==> config.mk <==
export PLATFORM = sky130hd
export DESIGN_NAME = chanStatusBank
export DESIGN_NICKNAME = d
export VERILOG_FILES = /design/src/rtl/chanStatusPkg.sv /design/src/rtl/chanStatusCtrl.sv /design/src/rtl/chanStatusData.sv /design/src/rtl/chanStatusBank.sv
export SDC_FILE = /design/constraint.sdc
export NUM_CORES = 1
export LEC_CHECK = 0
export BUFFER_PORTS_ARGS = -buffer_cell sky130_fd_sc_hd__buf_4
export CAP_MARGIN = 10
export CORE_ASPECT_RATIO = 1.2
export CORE_UTILIZATION = 30
export CTS_CLUSTER_SIZE = 28
export DETAILED_ROUTE_END_ITERATION = 6
export SYNTH_ARGS = -nofsm -noshare
export SYNTH_HDL_FRONTEND = slang
export SYNTH_SLANG_ARGS = --single-unit
==> constraint.sdc <==
create_clock -name clk -period 2.7 [get_ports clk]
set_input_delay 0 -clock clk [delete_from_list [all_inputs] [get_ports clk]]
set_output_delay 0 -clock clk [all_outputs]
set_load 0.005 [all_outputs]
==> src/rtl/chanStatusPkg.sv <==
package chanStatusPkg;
  parameter int CS_BYTES  = 5;
  parameter int BYTE_W    = 8;
  parameter int ADDR_W    = 4;
  localparam int CS_BITS   = CS_BYTES * BYTE_W;
  localparam int CTRL_ADDR = 0;
  localparam int WORK_BASE = 1;
  localparam int SHAD_BASE = WORK_BASE + CS_BYTES;

  // strobes from control to datapath, one cycle each
  typedef struct packed {
    logic [CS_BYTES-1:0] wrWork;       // write working byte i this cycle
    logic                setReload;    // software asks for a reload
    logic                commit;       // copy working into shadow on this edge
    logic                frameAdv;     // advance frame index
    logic                frameRestart; // force frame index to 0
  } csStrobes_t;
endpackage

==> src/rtl/chanStatusCtrl.sv <==
module chanStatusCtrl
  import chanStatusPkg::*;
#(
  parameter int FRAMES = 192,
  localparam int FIDX_W = $clog2(FRAMES)
) (
  input  logic              clk,
  input  logic              rstN,
  input  logic [ADDR_W-1:0] regAddr,
  input  logic              regWrEn,
  input  logic              reloadBit,
  input  logic              frameStrobe,
  input  logic              blockStart,
  output csStrobes_t        strb,
  output logic              reloadPend,
  output logic [FIDX_W-1:0] frameIdx
);
  localparam logic [FIDX_W-1:0] LAST_FRAME = FIDX_W'(FRAMES - 1);

  // address decode and event strobes
  always_comb begin
    strb = '0;
    for (int i = 0; i < CS_BYTES; i++) begin
      strb.wrWork[i] = regWrEn && (regAddr == ADDR_W'(WORK_BASE + i));
    end
    strb.setReload    = regWrEn && (regAddr == ADDR_W'(CTRL_ADDR)) && reloadBit;
    strb.commit       = blockStart && reloadPend;
    strb.frameRestart = blockStart;
    strb.frameAdv     = frameStrobe && !blockStart;
  end

  // pending reload: the clear on commit takes priority over a new set
  always_ff @(posedge clk) begin
    if (!rstN)            reloadPend <= 1'b0;
    else if (strb.commit) reloadPend <= 1'b0;
    else if (strb.setReload) reloadPend <= 1'b1;
  end

  // frame index within the current block
  always_ff @(posedge clk) begin
    if (!rstN)                  frameIdx <= '0;
    else if (strb.frameRestart) frameIdx <= '0;
    else if (strb.frameAdv)     frameIdx <= (frameIdx == LAST_FRAME) ? '0 : frameIdx + 1'b1;
  end

  AST_RELOAD_CLEARS: assert property (@(posedge clk) disable iff (!rstN)
    reloadPend && blockStart |=> !reloadPend);
  AST_NO_CANCEL: assert property (@(posedge clk) disable iff (!rstN)
    reloadPend && !blockStart |=> reloadPend);
  AST_FRAME_RANGE: assert property (@(posedge clk) disable iff (!rstN)
    frameIdx <= LAST_FRAME);
  AST_FRAME_WRAP: assert property (@(posedge clk) disable iff (!rstN)
    frameStrobe && !blockStart && frameIdx == LAST_FRAME |=> frameIdx == '0);
  AST_FRAME_RESTART: assert property (@(posedge clk) disable iff (!rstN)
    blockStart |=> frameIdx == '0);
endmodule

==> src/rtl/chanStatusData.sv <==
module chanStatusData
  import chanStatusPkg::*;
#(
  parameter int FRAMES = 192,
  localparam int FIDX_W = $clog2(FRAMES),
  localparam int BSEL_W = $clog2(CS_BITS)
) (
  input  logic              clk,
  input  logic              rstN,
  input  csStrobes_t        strb,
  input  logic [ADDR_W-1:0] regAddr,
  input  logic [BYTE_W-1:0] regWrData,
  input  logic              reloadPend,
  input  logic [FIDX_W-1:0] frameIdx,
  output logic [BYTE_W-1:0] regRdData,
  output logic              csBit
);
  logic [BYTE_W-1:0]  workQ   [CS_BYTES];
  logic [BYTE_W-1:0]  shadowQ [CS_BYTES];
  logic [CS_BITS-1:0] workBits;
  logic [CS_BITS-1:0] shadowBits;
  logic [BSEL_W-1:0]  bitSel;
  logic               inBody;

  // working set: written by software only
  always_ff @(posedge clk) begin
    if (!rstN) begin
      for (int i = 0; i < CS_BYTES; i++) workQ[i] <= '0;
    end else begin
      for (int i = 0; i < CS_BYTES; i++) begin
        if (strb.wrWork[i]) workQ[i] <= regWrData;
      end
    end
  end

  // shadow set: whole-word copy at a committing block start,
  // a same-cycle software write bypasses into the copy
  always_ff @(posedge clk) begin
    if (!rstN) begin
      for (int i = 0; i < CS_BYTES; i++) shadowQ[i] <= '0;
    end else if (strb.commit) begin
      for (int i = 0; i < CS_BYTES; i++) begin
        shadowQ[i] <= strb.wrWork[i] ? regWrData : workQ[i];
      end
    end
  end

  // flat views, byte i occupies bits 8i..8i+7, bit 0 sent first
  for (genvar g = 0; g < CS_BYTES; g++) begin : g_flat
    assign workBits[g*BYTE_W +: BYTE_W]   = workQ[g];
    assign shadowBits[g*BYTE_W +: BYTE_W] = shadowQ[g];
  end

  // register read mux
  always_comb begin
    regRdData = '0;
    if (regAddr == ADDR_W'(CTRL_ADDR)) regRdData = {{(BYTE_W-1){1'b0}}, reloadPend};
    for (int i = 0; i < CS_BYTES; i++) begin
      if (regAddr == ADDR_W'(WORK_BASE + i)) regRdData = workQ[i];
      if (regAddr == ADDR_W'(SHAD_BASE + i)) regRdData = shadowQ[i];
    end
  end

  // serial channel status bit for the current frame
  assign inBody = (int'(frameIdx) < CS_BITS);
  assign bitSel = BSEL_W'(frameIdx);
  assign csBit  = inBody ? shadowBits[bitSel] : 1'b0;

  AST_SHADOW_HOLD: assert property (@(posedge clk) disable iff (!rstN)
    !strb.commit |=> $stable(shadowBits));
  AST_WORK_TO_SHADOW: assert property (@(posedge clk) disable iff (!rstN)
    strb.commit && strb.wrWork == '0 |=> shadowBits == $past(workBits));
  AST_WORK_HOLD: assert property (@(posedge clk) disable iff (!rstN)
    strb.wrWork == '0 |=> $stable(workBits));
endmodule

==> src/rtl/chanStatusBank.sv <==
module chanStatusBank
  import chanStatusPkg::*;
#(
  parameter int FRAMES = 192,
  localparam int FIDX_W = $clog2(FRAMES)
) (
  input  logic              clk,
  input  logic              rstN,
  input  logic [ADDR_W-1:0] regAddr,
  input  logic              regWrEn,
  input  logic [BYTE_W-1:0] regWrData,
  output logic [BYTE_W-1:0] regRdData,
  input  logic              frameStrobe,
  input  logic              blockStart,
  output logic              csBit
);
  csStrobes_t        strb;
  logic              reloadPend;
  logic [FIDX_W-1:0] frameIdx;

  chanStatusCtrl #(.FRAMES(FRAMES)) i_ctrl (
    .clk        (clk),
    .rstN       (rstN),
    .regAddr    (regAddr),
    .regWrEn    (regWrEn),
    .reloadBit  (regWrData[0]),
    .frameStrobe(frameStrobe),
    .blockStart (blockStart),
    .strb       (strb),
    .reloadPend (reloadPend),
    .frameIdx   (frameIdx)
  );

  chanStatusData #(.FRAMES(FRAMES)) i_data (
    .clk       (clk),
    .rstN      (rstN),
    .strb      (strb),
    .regAddr   (regAddr),
    .regWrData (regWrData),
    .reloadPend(reloadPend),
    .frameIdx  (frameIdx),
    .regRdData (regRdData),
    .csBit     (csBit)
  );
endmodule

Word level (Yosys, flattened, before mapping)
Memory sizes are Yosys's and may differ from the RTL's.
Index checks and enable logic that the tools add are counted.
- bits of input ports: 17
- memory bits (writable): 80
- register bits after elaboration: 9
- memories kept: 2
- bitwise gates (word level): 11
- multiplexer cells: 49
- magnitude comparators: 2
- $add $sub $neg: 1
- reduce and logical (&&, ||, !) cells: 13
- equal/unequal tests: 11
- memories (name ; words ; bits a word ; rd ports ; clocked after Yosys merged registers in ; write ports ; line ; text):
    i_data.shadowQ ; 5 ; 8 ; 5 ; 0 ; 5 ; chanStatusData.sv:19 ; logic [BYTE_W-1:0] shadowQ [CS_BYTES];
    i_data.workQ ; 5 ; 8 ; 5 ; 0 ; 5 ; chanStatusData.sv:18 ; logic [BYTE_W-1:0] workQ [CS_BYTES];
- operators with widths (cell ; count):
    two-way mux 8 bit ; 26
    two-way mux 1 bit ; 22
    == test 4 x 3 -> 1 bit (second input constant) ; 4
    == test 4 bit (second input constant) ; 3
    bitwise OR 1 bit ; 10
    logical AND 1 bit ; 9
    adder 8 x 1 -> 8 bit (second input constant) ; 1
    == test 4 x 2 -> 1 bit (second input constant) ; 2
    == test 8 bit (second input constant) ; 1
    < comparator 8 x 6 -> 1 bit (second input constant) ; 1
    < comparator 6 x 7 -> 1 bit (second input constant) ; 1
    binary-select mux 1 bit (select 6 bit) ; 1
    == test 4 x 1 -> 1 bit (second input constant) ; 1
    logical NOT 4 bit ; 1
    OR reduction 2 bit ; 2
    logical NOT 1 bit ; 1
    inverter 1 bit ; 1

Depth between registers and ports, before layout
- depth after elaboration: 12
- mapped depth: 7

Hierarchy
From an unflattened synthesis, not the netlist that was laid out.
- cells, all modules: 451
- area, all modules: 4993.5 um^2
- modules (own cells, without submodules) (module ; cells each ; area each (um^2) ; seq. area each (um^2) ; instances):
    chanStatusData ; 388 ; 4456.8 ; 2402.3 ; 1
    chanStatusCtrl ; 63 ; 536.8 ; 180.2 ; 1

Worst setup path after synthesis
No wires, ideal clock.
- path type: register -> register
- start point: reg i_ctrl.reloadPend
- end point: mem i_data.shadowQ[0][0], enable pin
- library setup time: 0.399 ns
- arrival time: 1.272 ns
- buffers on the path: 0
- clock period less this slack: 1.671 ns
- stages on the path, launching flop included: 3
- slack: 1.029 ns
- cell sequence: dfxtp_1 nand2_1 nand2_1
- RTL lines (element ; line ; text):
    from (decl) ; chanStatusCtrl.sv:15 ; output logic reloadPend,
    from (signal assigned) ; chanStatusCtrl.sv:34 ; if (!rstN) reloadPend <= 1'b0;
    from (signal assigned) ; chanStatusCtrl.sv:35 ; else if (strb.commit) reloadPend <= 1'b0;
    from (signal assigned) ; chanStatusCtrl.sv:36 ; else if (strb.setReload) reloadPend <= 1'b1;
    to (decl) ; chanStatusData.sv:19 ;

Final worst setup path
- start point: reg i_ctrl.frameIdx[0]
- end point: out csBit
- word-level cells in the longest chain between the ends: 3
- elaborated cells between the ends (all ways): 4
- ends and longest elaborated chain (element ; line ; text):
    from (decl) ; chanStatusCtrl.sv:16 ; output logic [FIDX_W-1:0] frameIdx
    from (signal assigned) ; chanStatusCtrl.sv:43 ; else if (strb.frameAdv) frameIdx <= (frameIdx == LAST_FRAME) ? '0 : frameIdx + 1'b1;
    binary-select mux 1 bit (select 6 bit) ; chanStatusData.sv:67 ; assign csBit = inBody ? shadowBits[bitSel] : 1'b0;
    two-way mux 1 bit (implied by the code) ; chanStatusData.sv:67 ;
    two-way mux 1 bit (*) ; chanStatusData.sv:67 ;
    to (decl) ; chanStatusBank.sv:15 ; output logic csBit
Mark *: on every way between the ends. The rest lies on a longest branch, timed or not. The select of a mux whose other input is x is not followed.

==> results.md <==
- Outcome: finished, final reports clean
- GRT met3 Usage: 2.913%
- Worst path slowest cell: dfxtp_1
- Clock sink total: 89
- Post-synthesis cell count: 413
- 1st-iter DRT viols: 352
- P&R area growth vs syn: 12.72%
- Final Hold Vio Count: 0
- Width of the chip: 117.6 um
- Drt pass-1 iters: 5
- Setup TNS: 0 ps
- F_max: 427.7 MHz
- Max-slew headroom: 51.52%
- Crit path buffers/inverters: 1
- GR Util met2: 29.62%
- Count leader, synth: edfxtp_1
- Die Ht: 140.7 um
- Required @ worst endpoint: 2700 ps
- Leakage: 1.964 nW
- DP Wirelength: 10140 um
- # port buffers: 25
- RSZ-0062 raised after global routing: false
- Drc violations: 0
- Io pins: 26
- Area of the die: 16540 um^2
- Hold Path Class: primary input to flip-flop
- Layout cell share with drive strength beyond 1: 15.63%
- Post-CTS sizing: 0
- Largest driver fanout on the critical path: 13
- Total nets after synthesis: 431
- Max incr delay on CP: 710 ps
- Layout Skew: 6.253 ps
- EDFF count, synth: 80
- Post-Syn Area per Cell: 11.65 um^2
- Setup CP Type: flip-flop to output port
- Internal power: 2.318 mW
- VDD IR-drop max: 0.3194 mV
- WL final: 13820 um
- M1 GR Usage: 21.21%
- CP Capture Type: output port
- Final period utilization: 86.60%
- H-tree depth: 3
- Clock group share of total power: 37.3%
- Via count: 3513
- Post-synthesis cell type count: 56
- Seq pwr share: 52.3%
- Yosys top cell area share: 49.95%
- Leading area contributor after synthesis: edfxtp_1
- Max_cap viols: 0
- Sw Ratio: 25.24%
- P per Cell Area: 571.9 nW/um^2
- Gpl congestion: 0.9188
- DR vias/cell: 5.463
- Largest net degree at the start of global routing: 42
- Register bit total from synthesis: 89
- Synth warnings: 0
- Num rows: 50
- Design Power: 3.101 mW
- CTS tree: yes
- Routed wire length per instance: 21.50 um
- Switching power: 782.7 uW
- CP Cell Sequence: mux4_2 > mux2i_1 > nor2_1 > a311oi_2 > o22ai_1 > buf_4
- Commonest cells in the netlist: edfxtp_1 (80), nor2_1 (58), mux2i_1 (44)
- Initial core utilization: 30.75%
- Arrival time worst endpoint: 2340 ps
- CORE AREA: 15640 um^2
- Worst-path clk slew: 70 ps
- Worst-Skew Late Latency: 340 ps
- Final ANT Viol Nets: 0
- Total Nets Final: 449
- Num CTS Buffers: 9
- Vias in the first global route: 3385
- Layer with the highest usage: met2
- GR Overflow Total: 0
- Max Buffers Root-to-Sink: 2
- Tmin final: 2338 ps
- Worst-margin pin slew: 724.5 ps
- Final setup fails: 0
- First-pass GRT wire length: 21110 um
- Top cells by area, synth: edfxtp_1 (50%), mux2i_1 (9.2%), nor2_1 (4.5%)
- Root Driver: clkbuf_16
- GRT Util Overall: 17.30%
- Final core utilization: 34.66%
- Antenna violations before repair: 0
- Crit path launch type: flip-flop
- Max-slew violations: 0
- Async S/R FF share, synth: 0%
- Antenna Cells: 0
- Mapped cell area: 4810 um^2
- Sequential-to-total area share from yosys stat: 53.69%
- Most used DFF post-synth: edfxtp_1
- Cell family with most CP delay: multiplexers
- Logic pwr share: 10.3%
==> layout by cell type (no fill, tap or decap), types with 8 or more instances in the layout <==
cell	netlist	layout
and2_1	8	8
clkbuf_16	0	9
mux4_2	8	8
nand3_1	19	19
nor2b_1	9	9
a21oi_1	25	25
nor2_1	58	58
dfxtp_1	9	9
buf_4	1	32
o21ai_0	8	8
mux2i_1	44	44
edfxtp_1	80	80
nand2_1	30	29
==> worst register-to-register path, cell delays in order (launching register included) <==
cell and delay (ps):
dfxtp_1 710, ha_1 250, nand3b_1 110, nor2_1 170
and3_1 220, a31o_2 220, nor2_1 60
==> cells by family after synthesis <==
kind of cell    share of synthesized area, %
simple gates                           14.83
mux                                    14.70
compound gates                         11.45
xor+xnor                               1.093
flops                                  53.69
buf+inv                                3.980
fa+ha+maj                             0.2601
==> registers in the layout (all words and copies together), names as in the netlist <==
signal,cells
i_data.workQ,40
i_ctrl.frameIdx,8
i_ctrl.reloadPend,1
i_data.shadowQ,40
==> per-stage QoR <==
| step | hold slack [ps] | setup slack [ps] | cells | instance area [um^2] |
|---|---|---|---|---|
| floorplan | 151.5 | 1029 | 413 | 4810 |
| global placement | 284.9 | 759.9 | 627 | 5144 |
| detailed placement | 273.0 | 702.7 | 627 | 5144 |
| CTS | 48.21 | 326.2 | 643 | 5421 |
| global route | 71.03 | 169.3 | 643 | 5421 |
| finish | 56.95 | 361.8 | 643 | 5421 |
==> power groups by stage <==
stage	combinational, mW	clock (mW)	sequential [mW]
after global placement	0.311	0	1.65
final	0.321	1.16	1.62
after CTS	0.316	1.17	1.62
after floorplan	0.200	0	1.62
after detailed placement	0.314	0	1.65
after global routing	0.345	1.22	1.63
==> metal layers <==
metal	wire, um	share of wire [%]
met1	5456	39
met2	6895	50
met3	1052	7.6
met4	418	3.0
met5	0	0
==> final timing paths <==
path                            from                  to  slack (ps)  depth (start not counted)
setup / recovery  i_ctrl.frameIdx[0]               csBit         360                          6
setup reg to reg  i_ctrl.frameIdx[0]  i_ctrl.frameIdx[5]         870                          6
hold / removal            blockStart  i_ctrl.frameIdx[4]          60                          3
hold reg to reg    i_ctrl.reloadPend   i_ctrl.reloadPend         570                          2
==> timing repair <==
item                                   CTS  global route
buffers inserted                         0             0
hold buffers                             1             0
endpoints found under the hold margin    1             0
==> final cells by class <==
type	instances	area [um^2]
fill	1566	10220
sequential	89	2582
multi-input combinational	292	2038
tap	208	260.3
timing repair buffer	33	250.2
clock buffer	9	225.2
clock inverter	6	42.54
inverter	6	22.52
No activity file was read; power rests on OpenSTA's default activity.
